==> config.mk <==
export PLATFORM = sky130hd
export DESIGN_NAME = cfg_port
export DESIGN_NICKNAME = d
export VERILOG_FILES = /design/src/rtl/cfg_port_pkg.sv /design/src/rtl/cfg_lock_fsm.sv /design/src/rtl/cfg_regs.sv /design/src/rtl/cfg_port.sv
export SDC_FILE = /design/constraint.sdc
export NUM_CORES = 1
export LEC_CHECK = 0
export BUFFER_PORTS_ARGS = -buffer_cell sky130_fd_sc_hd__buf_4
export CAP_MARGIN = 20
export CORE_ASPECT_RATIO = 0.8
export CORE_MARGIN = 4
export CORE_UTILIZATION = 45
export DETAILED_ROUTE_END_ITERATION = 10
export HOLD_SLACK_MARGIN = 0.06
export PLACE_DENSITY = 0.8
export SKIP_LAST_GASP = 1
export SLEW_MARGIN = 20
export SYNTH_ARGS = -nofsm -noshare
export SYNTH_HDL_FRONTEND = slang
export SYNTH_HIERARCHICAL = 1
export SYNTH_SLANG_ARGS = --single-unit
==> constraint.sdc <==
create_clock -name clk -period 2.62 [get_ports clk]
set_input_delay 0.393 -clock clk [delete_from_list [all_inputs] [get_ports clk]]
set_output_delay 0.393 -clock clk [all_outputs]
set_load 0.01 [all_outputs]
==> src/rtl/cfg_port_pkg.sv <==
package cfg_port_pkg;
    typedef enum logic [1:0] {
        ST_LOCKED   = 2'd0,
        ST_KEY_SEEN = 2'd1,
        ST_OPEN     = 2'd2
    } lock_state_t;

    localparam logic [7:0] KEY_BYTE  = 8'h87;
    localparam logic [7:0] LOCK_BYTE = 8'hAA;
    localparam logic [7:0] IDX_LDN   = 8'h07;
    localparam logic [7:0] IDX_DID_H = 8'h20;
    localparam logic [7:0] IDX_DID_L = 8'h21;
    localparam logic [7:0] IDX_REV   = 8'h22;
    localparam logic [7:0] IDX_VID_H = 8'h23;
    localparam logic [7:0] IDX_VID_L = 8'h24;
    localparam logic [7:0] IDX_FWD   = 8'h30;
    localparam logic [7:0] IDLE_BYTE = 8'hFF;
endpackage

==> src/rtl/cfg_lock_fsm.sv <==
module cfg_lock_fsm
    import cfg_port_pkg::*;
(
    input  logic        clk,
    input  logic        rst_n,
    input  logic        idx_wr,
    input  logic [7:0]  wdata,
    output lock_state_t state,
    output logic        open
);
    lock_state_t state_nx;

    always_ff @(posedge clk or negedge rst_n) begin
        if (!rst_n) state <= ST_LOCKED;
        else        state <= state_nx;
    end

    always_comb begin
        state_nx = state;
        unique case (state)
            ST_LOCKED:   if (idx_wr && wdata == KEY_BYTE) state_nx = ST_KEY_SEEN;
            ST_KEY_SEEN: if (idx_wr) state_nx = (wdata == KEY_BYTE) ? ST_OPEN : ST_LOCKED;
            ST_OPEN:     if (idx_wr && wdata == LOCK_BYTE) state_nx = ST_LOCKED;
            default:     state_nx = ST_LOCKED;
        endcase
    end

    always_comb begin
        open = (state == ST_OPEN);
    end
endmodule

==> src/rtl/cfg_regs.sv <==
module cfg_regs
    import cfg_port_pkg::*;
#(
    parameter int         DW     = 8,
    parameter logic [15:0] DEV_ID = 16'h0541,
    parameter logic [7:0]  REV_ID = 8'h10,
    parameter logic [15:0] VEN_ID = 16'h1934
) (
    input  logic          clk,
    input  logic          rst_n,
    input  logic          open,
    input  logic          idx_wr,
    input  logic          dat_wr,
    input  logic          dat_rd,
    input  logic [DW-1:0] wdata,
    input  logic [DW-1:0] fwd_rdata,
    output logic [DW-1:0] index_q,
    output logic [DW-1:0] ld_q,
    output logic [DW-1:0] reg_rdata,
    output logic          fwd_wr,
    output logic          fwd_rd
);
    logic fwd_zone;

    always_comb fwd_zone = (index_q >= IDX_FWD);

    always_ff @(posedge clk or negedge rst_n) begin
        if (!rst_n) begin
            index_q <= '0;
            ld_q    <= '0;
        end else begin
            if (open && idx_wr && wdata != LOCK_BYTE) index_q <= wdata;
            if (open && dat_wr && index_q == IDX_LDN) ld_q <= wdata;
        end
    end

    always_comb begin
        fwd_wr = open && dat_wr && fwd_zone;
        fwd_rd = open && dat_rd && fwd_zone;
        if (fwd_zone) begin
            reg_rdata = fwd_rdata;
        end else begin
            unique case (index_q)
                IDX_LDN:   reg_rdata = ld_q;
                IDX_DID_H: reg_rdata = DEV_ID[15:8];
                IDX_DID_L: reg_rdata = DEV_ID[7:0];
                IDX_REV:   reg_rdata = REV_ID;
                IDX_VID_H: reg_rdata = VEN_ID[15:8];
                IDX_VID_L: reg_rdata = VEN_ID[7:0];
                default:   reg_rdata = IDLE_BYTE;
            endcase
        end
    end
endmodule

==> src/rtl/cfg_port.sv <==
module cfg_port
    import cfg_port_pkg::*;
#(
    parameter int         AW       = 16,
    parameter bit         ALT_BASE = 1'b0,
    parameter logic [15:0] DEV_ID  = 16'h0541,
    parameter logic [7:0]  REV_ID  = 8'h10
) (
    input  logic          clk,
    input  logic          rst_n,
    input  logic [AW-1:0] io_addr,
    input  logic          io_wr,
    input  logic          io_rd,
    input  logic [7:0]    io_wdata,
    output logic [7:0]    io_rdata,
    output logic          dev_wr,
    output logic          dev_rd,
    output logic [7:0]    dev_idx,
    output logic [7:0]    dev_ld,
    output logic [7:0]    dev_wdata,
    input  logic [7:0]    dev_rdata
);
    localparam logic [AW-1:0] BASE = ALT_BASE ? AW'(16'h004E) : AW'(16'h002E);

    logic        hit, idx_wr, dat_wr, dat_rd, open;
    lock_state_t state;
    logic [7:0]  index_q, ld_q, reg_rdata;

    always_comb begin
        hit    = (io_addr[AW-1:1] == BASE[AW-1:1]);
        idx_wr = hit && io_wr && !io_addr[0];
        dat_wr = hit && io_wr &&  io_addr[0];
        dat_rd = hit && io_rd &&  io_addr[0];
    end

    cfg_lock_fsm u_fsm (
        .clk   (clk),
        .rst_n (rst_n),
        .idx_wr(idx_wr),
        .wdata (io_wdata),
        .state (state),
        .open  (open)
    );

    cfg_regs #(.DW(8), .DEV_ID(DEV_ID), .REV_ID(REV_ID)) u_regs (
        .clk      (clk),
        .rst_n    (rst_n),
        .open     (open),
        .idx_wr   (idx_wr),
        .dat_wr   (dat_wr),
        .dat_rd   (dat_rd),
        .wdata    (io_wdata),
        .fwd_rdata(dev_rdata),
        .index_q  (index_q),
        .ld_q     (ld_q),
        .reg_rdata(reg_rdata),
        .fwd_wr   (dev_wr),
        .fwd_rd   (dev_rd)
    );

    always_comb begin
        dev_idx   = index_q;
        dev_ld    = ld_q;
        dev_wdata = io_wdata;
        io_rdata  = IDLE_BYTE;
        if (hit && io_rd && open)
            io_rdata = io_addr[0] ? reg_rdata : index_q;
    end
endmodule

# --- Word level (Yosys, flattened, before mapping) ---
# Cells that the tools add are included.
word_totals:
  mem_bits_rw: 0
  reg_bits: 18
  output_inout_bits: 34
  word_cells: 46
  latch_bits: 0
  memories: 0
  romBits: 0
  in_bits: 36
op_classes:
  n_reduce_logical: 18
  div_mod_pow: 0
  eq_ne: 15
  muxes: 9
  n_lt_le_gt_ge: 1
  n_addsub: 0
  multipliers: 0
  shift: 0
  bitwise_logic: 0
ops:
  columns: ["op", "count"]
  rows:
  - ["$pmux W8 S6", 1]
  - ["$eq A8 B6 Y1 const B", 5]
  - ["$mux W8", 3]
  - ["$eq A8 B8 Y1 const B", 2]
  - ["$eq A15 B5 Y1 const B", 1]
  - ["$logic_and A1 B1 Y1", 15]
  - ["$eq A8 B3 Y1 const B", 1]
  - ["$ge A8 B6 Y1 const B", 1]
  - ["$mux W2", 4]
  - ["$ne A8 B8 Y1 const B", 1]
  - ["$ne A2 B1 Y1 const B", 3]
  - ["$pmux W2 S3", 1]
  - ["$reduce_and A3 Y1", 1]
  - ["$eq A2 B1 Y1 const B", 1]
  - ["$eq A2 B2 Y1 const B", 1]
  - ["$logic_not A2 Y1", 1]
  - ["$logic_not A1 Y1", 1]

# --- Depth between registers and ports, before layout ---
# Gate-level depths: netlist of run 1.
logic_depth:
  ltp_word: 6
  depth_mapped: 6
  depth_no_buf: 6

# --- By module ---
# Netlist of run 1, hierarchy kept.
by_module_without_submodules:
  columns: ["mod", "seq_area_each_um2", "area_per_inst_um2", "instances", "cells_each"]
  rows:
  - ["cfg_regs", 400.4, 873.3, 1, 79]
  - ["cfg_port", 0.0, 316.6, 1, 38]
  - ["cfg_lock_fsm", 50.0, 143.9, 1, 14]

# --- Worst setup path after synthesis of run 1 ---
# Ideal clock, no wire load.
synth_timing:
  kind: "input-to-reg"
  startpoint: "input port io_addr[8]"
  endpoint: "register u_regs.index_q[0]"
  t_required_ns: 2.495
  t_arrival_ns: 2.345
  setup_ns: 0.125
  path_slack_ns: 0.150
  cell_stages: 6
  path_cell_list: "or4b_4 nor4_4 and3b_1 nand2_1 a21oi_1 mux2_2"
synth_via:
  elab_chain_len: 5
synth_rtl:
  columns: ["element", "line", "source"]
  rows:
  - ["start: declaration", "cfg_port.sv:11", "input logic [AW-1:0] io_addr,"]
  - ["$eq A15 B5 Y1", "cfg_port.sv:30", "hit = (io_addr[AW-1:1] == BASE[AW-1:1]);"]
  - ["$logic_and A1 B1 Y1 (2 in a row)", "cfg_port.sv:31", "idx_wr = hit && io_wr && !io_addr[0];"]
  - ["net idx_wr", "cfg_port.sv:25", "logic hit, idx_wr, dat_wr, dat_rd, open;"]
  - ["$logic_and A1 B1 Y1 (2 in a row)", "cfg_regs.sv:32", "if (open && idx_wr && wdata != LOCK_BYTE) index_q <= wdata;"]
  - ["end signal: assignment", "cfg_regs.sv:32", null]
  - ["end: declaration", "cfg_regs.sv:17", "output logic [DW-1:0] index_q,"]
# The timed path passes the listed nets, and every way through them passes these cells.
# A chain may end at the register's enable or synchronous reset.

# --- Worst setup path after layout of run 1 ---
layout_timing:
  startpoint: "register u_regs.index_q[7]"
  endpoint: "output port io_rdata[0]"
layout_via:
  elab_chain_len: 5
  word_cells_on_any_way: 11
layout_rtl:
  columns: ["element", "line", "source"]
  rows:
  - ["branches (longest 2 deep; another with $ge A8 B6 Y1)", null, null]
  - ["$mux W8 (*)", "cfg_regs.sv:40", "if (fwd_zone) begin"]
  - ["net reg_rdata[0]", "cfg_port.sv:27", "logic [7:0] index_q, ld_q, reg_rdata;"]
  - ["$mux W8 (*)", "cfg_port.sv:67", "io_rdata = io_addr[0] ? reg_rdata : index_q;"]
  - ["$mux W8 (*)", "cfg_port.sv:66", "if (hit && io_rd && open)"]
  - ["end: declaration", "cfg_port.sv:15", "output logic [7:0] io_rdata,"]
# Mark *: on every way through the listed nets, which the timed path passes.

==> qor.txt, run 1 <==
Pin count of the biggest net entering global routing = 19
Fin. Hold Viols = 0
Clk buf depth = 2
Post_cts resized = 0
Worst-Margin Slew = 609 ps
Drt total wl = 3850 µm
End of the worst register-to-register path = u_regs/ld_q[7]
Critical path required time = 2230 ps
Fraction of layout cells with a size suffix above 1 = 0.543
Vias per cell = 5.54
Clock sink count = 18
Final Non-Filler Cells = 235
Core ar. = 2810 µm²
Post-synth cell types = 38
Chip height = 56.7 µm
Internal power = 0.464 mW
Synthesized flop and latch total = 18
Crit Path Max Fanout = 6
Avg Cell Area, Syn = 10.2 µm²
Period utilisation layout = 0.929
Number of global-route vias before repair = 1318
Clock transition at path regs = 70 ps
Final Setup Violations = 0
CTS tree = built
Combinational share of power = 0.153
Hpwl dp = 3070 µm
Crit path DAT = 2040 ps
Iteration-0 DRC Markers = 75
Die X = 68.9 µm
Initial Util = 0.475
P_leak = 0.963 nW
Slew Limit Fails = 0
Sw Share = 0.211
Final net count = 234
Post-synth EDFFs = 0
First-pass GRT wire length = 6010 µm
Final GP Congestion = 0.764
Sequential share of power = 0.473
Grt ovf = 0
Max-slew headroom = 0.593
Overall routing resource usage = 0.196
Worst Reg-to-Reg Cells = 3
Synthesis warning total = 6
Critical path endpoint category = primary output
Fin Setup TNS = 0 ps
Worst Hold Class = input pin to flip-flop
Initial antenna violation count = 0
Max-cap violations = 0
Via Count = 1302
Top Ports = 70
Final ANT Viol Nets = 0
Most frequent cells in the layout = buf_4, dfrtp_1, mux2_2, nor2_1, nand3_1
Tot Pwr = 0.588 mW
Clk Latency, worst-skew pair = 250 ps
N_diodes = 0
Mapped Area = 1330 µm²
CTS Buf Count = 3
Power per Cell Area = 307 nW/µm²
Post-synth ARST share = 1.00
Worst Setup Start Kind = flip-flop
Clk pwr share = 0.374
Fin Clk Skew = 0.814 ps
FP Rows = 17
Status = complete, no violations
Root buffer cell = clkbuf_8
Critical R2R Launch = u_regs/index_q[7]
Commonest non-fill, non-tap cell in the layout = buf_4
RSZ-0062 raised after global routing = no
Pre-Repair DR Iteration Count = 4
Crit path capture = io_rdata[0]
Most used DFF post-synth = dfrtp_1
Sequential area share after synthesis = 0.338
Syn-to-layout area delta = 43.6%
DRC errors left = 0
Switch Pwr = 0.124 mW
Die Area = 3900 µm²
Cell Count Post-Placement = 230
Tmin final = 2430 ps
Peak supply drop = 0.000336 V
F_max = 411 MHz
Reg2Reg Setup Slack = 650 ps
Avg WL per Cell = 16.4 µm
Beginning of the critical path = u_regs/index_q[7]
Port buffer count = 69
Synth Instances = 131
CTS H-tree depth = 1
WS Path Type = flip-flop to primary output
Post-synth net total = 167
==> power groups by stage <==
stage | registers [mW] | logic, mW | clock network, mW
3_5_place_dp | 0.283 | 0.0894 | 0
5_1_grt | 0.278 | 0.0973 | 0.240
4_1_cts | 0.278 | 0.0908 | 0.226
2_1_floorplan | 0.283 | 0.0312 | 0
3_3_place_gp | 0.283 | 0.0865 | 0
6_report | 0.278 | 0.0898 | 0.220
==> worst min-delay path by stage <==
stage                 from                 to  depth (start not counted)
2_1_floorplan        rst_n     u_fsm/state[0]                          0
3_3_place_gp         rst_n     u_fsm/state[1]                          1
3_5_place_dp         rst_n     u_fsm/state[1]                          1
4_1_cts        io_wdata[1]  u_regs/index_q[1]                          2
5_1_grt        io_wdata[1]  u_regs/index_q[1]                          2
6_report       io_wdata[1]  u_regs/index_q[1]                          2
==> flip-flops by register name, indices dropped and copies added (netlist names) <==
signal and count:
u_regs/index_q 8, u_fsm/state 2, u_regs/ld_q 8
==> cell families (layout without fill, tap and decap cells) <==
group           after synthesis  after routing  share of synthesized area
compound gates               24             24                      0.124
mux                          23             23                      0.188
flops                        18             18                      0.338
buf+inv                      13             79                     0.0591
simple gates                 53             53                      0.292
==> through the flow <==
| stage | hold slack (ps) | setup slack, ps | util | instance area (µm²) |
|---|---|---|---|---|
| 2_1_floorplan | 97.4 | 150 | - | 1330 |
| 3_3_place_gp | 265 | 127 | 0.659 | 1850 |
| 5_1_grt | 414 | 29.8 | 0.682 | 1920 |
| 4_1_cts | 413 | 185 | 0.682 | 1920 |
| 3_5_place_dp | 273 | 59.2 | 0.659 | 1850 |
| 6_report | 418 | 187 | 0.682 | 1920 |
==> synthesized netlist by cell type, types with 2 or more instances <==
| cell | number | area, µm² |
|---|---|---|
| inv_1 | 2 | 7.51 |
| and4bb_2 | 2 | 25.0 |
| a21oi_1 | 8 | 40.0 |
| nor4_1 | 2 | 12.5 |
| nand2_1 | 5 | 18.8 |
| mux2_2 | 16 | 180 |
| o221ai_1 | 2 | 17.5 |
| nor2_1 | 14 | 52.6 |
| or4b_4 | 2 | 27.5 |
| buf_4 | 8 | 60.1 |
| nand3_1 | 9 | 45.0 |
| nor3_4 | 2 | 32.5 |
| o21ai_0 | 3 | 15.0 |
| nand2b_1 | 3 | 18.8 |
| or4_4 | 2 | 22.5 |
| dfrtp_1 | 18 | 450 |
| mux2i_1 | 7 | 70.1 |
| o2bb2ai_1 | 2 | 17.5 |
| o22ai_1 | 2 | 12.5 |
| clkbuf_1 | 2 | 7.51 |
| nor4bb_1 | 2 | 20.0 |
| and3_1 | 2 | 12.5 |
==> layer usage <==
layer / track usage / part of all wire / routed length, µm / vias to the layer above
li1: - / - / - / 622
met1: 0.274 / 0.42 / 1610 / 599
met2: 0.315 / 0.44 / 1710 / 75
met3: 0.0260 / 0.12 / 480 / 6
met4: 0.0472 / 0.013 / 51 / 0
met5: 0 / 0 / 0 / -
==> area by class of cell <==
| class | count | area [µm²] |
|---|---|---|
| clock buffers | 4 | 55.1 |
| fillers | 229 | 892 |
| inverters | 2 | 7.51 |
| multi-input cells | 100 | 805 |
| flip-flops and latches | 18 | 450 |
| well taps | 38 | 47.5 |
| repair buffers | 73 | 551 |
==> critical path, cell delays in order, from the launching register on <==
cell and delay, ps:
dfrtp_1 460, or4_4 590, nor4_1 250, a311oi_1 80, mux2i_1 150, nand3_1 90
buf_4 180
==> repair_timing <==
action | in CTS | in global routing
hold buffers | 1 | 0
endpoints found under the setup margin | 0 | 0
setup buffers | 0 | 0
endpoints found under the hold margin | 18 | 0
(Power assumes the default switching activity.)
==> inputs of run 2 (changes only) <==
--- a/config.mk
+++ b/config.mk
@@ -12,7 +12,7 @@
 export CORE_UTILIZATION = 45
 export DETAILED_ROUTE_END_ITERATION = 10
 export HOLD_SLACK_MARGIN = 0.06
-export PLACE_DENSITY = 0.8
+export PLACE_DENSITY = 0.81
 export SKIP_LAST_GASP = 1
 export SLEW_MARGIN = 20
 export SYNTH_ARGS = -nofsm -noshare
==> qor.txt, run 2 (same netlist as run 1, synthesis figures left out) <==
Status = complete, no violations
Peak supply drop = 0.000276 V (-18%)
Fin. Hold Viols = 0 (unchanged)
Combinational share of power = 0.152 (about the same)
Initial antenna violation count = 0 (unchanged)
Pin count of the biggest net entering global routing = 19 (unchanged)
Critical path endpoint category = primary output
Worst setup margin = 134 ps (-52.8 ps)
First-pass GRT wire length = 6190 µm (+3.0%)
Via Count = 1334 (+2.5%)
Initial Util = 0.475 (unchanged)
Max-slew headroom = 0.601 (+0.00791)
Chip height = 56.7 µm (unchanged)
Top Ports = 70 (unchanged)
Sw Share = 0.216 (+0.00466)
Vias per cell = 5.68 (+2.5%)
Grt ovf = 0 (unchanged)
Clk pwr share = 0.378 (+0.004)
Commonest non-fill, non-tap cell in the layout = buf_4
Clk buf depth = 2 (unchanged)
CTS H-tree depth = 1 (unchanged)
CTS tree = built
Worst-Margin Slew = 597 ps (-11.8 ps)
Max-cap violations = 0 (unchanged)
Crit path DAT = 2090 ps (+50 ps)
Crit Path Max Fanout = 6 (unchanged)
Final Non-Filler Cells = 235 (unchanged)
FP Rows = 17 (unchanged)
Clk Latency, worst-skew pair = 250 ps (about the same)
Die Area = 3900 µm² (unchanged)
Switch Pwr = 0.128 mW (+2.9%)
Post-CTS Setup Inserts = 0 (unchanged)
Final net count = 234 (unchanged)
CTS Buf Count = 3 (unchanged)
Biggest regs = u_regs/index_q: 8 flops, u_regs/ld_q: 8 flops, u_fsm/state: 2 flops
Fin Setup TNS = 0 ps (unchanged)
Fin Clk Skew = 1.82 ps (+1.00 ps)
Avg WL per Cell = 16.8 µm (+2.6%)
Final Setup Violations = 0 (unchanged)
Cell Count Post-Placement = 230 (unchanged)
Hpwl dp = 3180 µm (+3.6%)
Slew Limit Fails = 0 (unchanged)
Pre-CTS setup slack = 25.5 ps (-33.7 ps)
Power per Cell Area = 308 nW/µm² (+0.35%)
Overall routing resource usage = 0.206 (+0.0104)
N_diodes = 0 (unchanged)
Number of global-route vias before repair = 1263 (-4.2%)
Final ANT Viol Nets = 0 (unchanged)
Root buffer cell = clkbuf_8
Tmin final = 2490 ps (+52.8 ps)
Drt total wl = 3950 µm (+2.6%)
Worst Setup Start Kind = flip-flop
Port buffer count = 69 (unchanged)
Post-layout util = 0.684 (+0.00223)
Syn-to-layout area delta = 44.1%
Critical path required time = 2230 ps (about the same)
WS Path Type = flip-flop to primary output
Clock sink count = 18 (unchanged)
P_leak = 0.963 nW (about the same)
DRC errors left = 0 (unchanged)
Iteration-0 DRC Markers = 139 (+85%)
Fillers = 236 (+3.1%)
Clock transition at path regs = 70 ps (about the same)
F_max = 402 MHz (-2.1%)
Core ar. = 2810 µm² (unchanged)
Final GP Congestion = 0.794 (+3.9%)
RSZ-0062 raised after global routing = no
Pre-Repair DR Iteration Count = 4 (unchanged)
Sequential share of power = 0.470 (-0.003)
Fraction of layout cells with a size suffix above 1 = 0.548 (+0.00508)
Worst Hold Class = input pin to flip-flop
Period utilisation layout = 0.949 (+0.0201)
Die X = 68.9 µm (unchanged)
Most frequent cells in the layout = buf_4, dfrtp_1, mux2_2, nor2_1, nand3_1
Internal power = 0.464 mW (about the same)
-- run 2: cell counts in the layout (fill, tap and decap cells not counted) --
Identical to the previous run, type by type.
-- run 2: cell type report --
| cell class | count | area (µm²) | area share |
|---|---|---|---|
| well taps | 38 | 47.5 | 0.0247 |
| repair buffers | 73 | 551 | 0.286 |
| inverters | 2 | 7.51 | 0.00391 |
| clock buffers | 4 | 55.1 | 0.0286 |
| flip-flops and latches | 18 | 450 | 0.234 |
| multi-input cells | 100 | 811 | 0.422 |
-- run 2: routing by layer --
layer  share of wire  GRT usage
met1            0.42      0.295
met4          0.0091     0.0611
met2            0.45      0.313
met5               0          0
met3            0.13     0.0360
-- run 2: worst paths after layout --
kind / end / slack (ps) / start / cells past startpoint
max reg2reg: u_regs/ld_q[5] / 650 / u_regs/index_q[7] / 3
max: io_rdata[0] / 130 / u_regs/index_q[7] / 6
min: u_regs/index_q[4] / 410 / io_wdata[4] / 2
min in group asynchronous: u_fsm/state[1] / 540 / rst_n / 2
max in group asynchronous: u_regs/ld_q[7] / 1890 / rst_n / 2
min reg2reg: u_fsm/state[0] / 510 / u_fsm/state[0] / 1
-- run 2: power by group through the flow --
stage               logic [mW]  clock network (mW)  registers (mW)
floorplan               0.0312                   0           0.283
global placement        0.0870                   0           0.283
detailed placement      0.0893                   0           0.283
CTS                     0.0907               0.230           0.278
global route            0.0982               0.250           0.278
finish                  0.0901               0.224           0.278
-- run 2: metrics by stage --
| step | hold slack, ps | area [µm²] | power (mW) |
|---|---|---|---|
| 6_report | 407 | 1920 | 0.592 |
| 4_1_cts | 405 | 1920 | 0.599 |
| 2_1_floorplan | 97.4 | 1330 | 0.315 |
| 5_1_grt | 407 | 1920 | 0.626 |
| 3_5_place_dp | 271 | 1850 | 0.372 |
| 3_3_place_gp | 266 | 1850 | 0.370 |
-- run 2: worst max-delay path, stage by stage, from the launching register on --
cell and delay, ps:
dfrtp_1 460, or4_4 590, nor4_2 250, a311oi_1 80, mux2i_1 180, nand3_1 100
buf_4 180
-- run 2: repair_timing --
action                                  in CTS  in global routing
hold buffers                                 1                  0
gates resized for setup                      0                  1
endpoints found under the hold margin       18                  0
endpoints found under the setup margin       0                  1
==> inputs of run 3 (changes only) <==
--- a/config.mk
+++ b/config.mk
@@ -13,6 +13,7 @@
 export DETAILED_ROUTE_END_ITERATION = 10
 export HOLD_SLACK_MARGIN = 0.06
 export PLACE_DENSITY = 0.81
+export REMOVE_ABC_BUFFERS = 1
 export SKIP_LAST_GASP = 1
 export SLEW_MARGIN = 20
 export SYNTH_ARGS = -nofsm -noshare
==> qor.txt, run 3 (same netlist as run 1, synthesis figures left out) <==
Reg2Reg Setup Slack = 670 ps (+20 ps)
Critical path endpoint category = primary output
Final Non-Filler Cells = 235 (unchanged)
First-pass GRT wire length = 6360 µm (+2.8%)
Power per Cell Area = 309 nW/µm² (+0.28%)
Pin count of the biggest net entering global routing = 19 (unchanged)
CTS tree = built
Fraction of layout cells with a size suffix above 1 = 0.548 (unchanged)
Period utilisation layout = 0.947 (-0.00234)
Via Count = 1309 (-1.9%)
Tmin final = 2480 ps (-6.13 ps)
Chip height = 56.7 µm (unchanged)
Final ANT Viol Nets = 0 (unchanged)
Grt ovf = 0 (unchanged)
Slowest stage cell on the critical path = or3b_2
Clk buf depth = 2 (unchanged)
Final net count = 234 (unchanged)
Clk pwr share = 0.381 (+0.003)
Root buffer cell = clkbuf_8
Sw Share = 0.219 (+0.00380)
Combinational share of power = 0.152 (about the same)
Commonest non-fill, non-tap cell in the layout = buf_4
Port buffer count = 69 (unchanged)
Worst Setup Start Kind = flip-flop
Fin. Hold Viols = 0 (unchanged)
Core ar. = 2810 µm² (unchanged)
Worst-Margin Slew = 460 ps (-137 ps)
WS Path Type = flip-flop to primary output
Die X = 68.9 µm (unchanged)
Status = complete, no violations
Initial Util = 0.475 (unchanged)
F_max = 403 MHz (+0.25%)
Crit Path Max Fanout = 10 (+4)
Avg WL per Cell = 17.3 µm (+3.0%)
Initial antenna violation count = 0 (unchanged)
CTS Buf Count = 3 (unchanged)
Worst setup margin = 140 ps (+6.13 ps)
Internal power = 0.464 mW (about the same)
Slew Limit Fails = 0 (unchanged)
Sequential share of power = 0.468 (-0.002)
Iteration-0 DRC Markers = 50 (-64%)
Overall routing resource usage = 0.210 (+0.00420)
Max-slew headroom = 0.693 (+0.0915)
P_leak = 0.977 nW (+1.4%)
DRC errors left = 0 (unchanged)
Top Ports = 70 (unchanged)
N_diodes = 0 (unchanged)
Syn-to-layout area delta = 44.4%
Max-cap violations = 0 (unchanged)
Switch Pwr = 0.130 mW (+2.3%)
Vias per cell = 5.57 (-1.9%)
Post-CTS Setup Inserts = 0 (unchanged)
Clk Latency, worst-skew pair = 260 ps (about the same)
CP delay by family, top = simple AND/OR/NAND/NOR gates
CTS H-tree depth = 1 (unchanged)
Critical path required time = 2230 ps (about the same)
Critical R2R Launch = u_regs/index_q[7]
Clock transition at path regs = 70 ps (about the same)
Fin Clk Skew = 4.96 ps (+3.14 ps)
Hpwl dp = 3220 µm (+1.3%)
Pre-Repair DR Iteration Count = 4 (unchanged)
Worst path bufs/invs = 1 (unchanged)
Peak supply drop = 0.000293 V (+5.8%)
Pre-CTS setup slack = 98.6 ps (+73.1 ps)
Cell Count Post-Placement = 230 (unchanged)
Final GP Congestion = 0.808 (+1.8%)
Number of global-route vias before repair = 1331 (+5.4%)
Clock sink count = 18 (unchanged)
CP cell instances = or3b_2 > o221ai_1 > a21oi_1 > a211oi_1 > nand3_1 > buf_4
Drt total wl = 4070 µm (+3.0%)
Beginning of the critical path = u_regs/index_q[0]
Hold path startpoint = io_wdata[7]
FP Rows = 17 (unchanged)
Fillers = 230 (-2.5%)
Biggest regs = u_regs/index_q: 8 flops, u_regs/ld_q: 8 flops, u_fsm/state: 2 flops
Worst Hold Class = input pin to flip-flop
Most frequent cells in the layout = buf_4, dfrtp_1, mux2_2, nor2_1, nand3_1
Crit path DAT = 2090 ps (about the same)
Die Area = 3900 µm² (unchanged)
Worst path max stage delay = 560 ps (-30 ps)
Final Setup Violations = 0 (unchanged)
[run 3: cell counts in the layout (fill, tap and decap cells not counted)]
No cell type changed its count.
[run 3: worst reg2reg max path, delay by kind of cell (launching register included)]
family           cells  cell delay, ps
multiplexers         1             390
AND/OR/NAND/NOR      2            1000
flip-flops           1             450
[run 3: final timing paths]
check / to / cells past startpoint
max in group asynchronous: u_regs/index_q[5] / 2
worst min-delay path: u_regs/ld_q[7] / 2
min in group asynchronous: u_fsm/state[0] / 2
worst min register to register: u_fsm/state[0] / 1
worst max-delay path: io_rdata[6] / 6
worst max register to register: u_regs/ld_q[1] / 3
[run 3: power groups by stage]
stage          registers, mW  clock network [mW]  logic [mW]
2_1_floorplan          0.283                   0      0.0162
3_3_place_gp           0.283                   0      0.0871
3_5_place_dp           0.283                   0      0.0893
4_1_cts                0.278               0.231      0.0907
5_1_grt                0.278               0.248      0.0967
6_report               0.278               0.226      0.0901
[run 3: metrics by stage]
stage                     setup TNS (ps)  area, µm²  hold WS (ps)  total power [mW]   util
after floorplan                        0       1260          97.4             0.300      -
after global placement                 0       1850           270             0.370  0.659
after detailed placement               0       1850           273             0.372  0.659
after CTS                              0       1920           405             0.599  0.682
after global routing               -25.5       1930           403             0.622  0.686
final                                  0       1930           406             0.595  0.686
[run 3: cell type report]
class,instances,area (µm²),area share
tap,38,47.5,0.0247
sequential,18,452,0.235
multi-input combinational,100,813,0.422
clock buffer,4,55.1,0.0286
timing repair buffer,73,551,0.286
inverter,2,7.51,0.00390
[run 3: metal layers]
layer,track usage,routed length [µm]
met1,0.282,1760
met2,0.342,1850
met3,0.0300,403
met4,0.0667,58
met5,0,0
[run 3: timing repair]
action | 4_1_cts | 5_1_grt
hold buffers | 1 | 0
endpoints found under the hold margin | 18 | 0
resized for setup | 0 | 2
endpoints found under the setup margin | 0 | 1
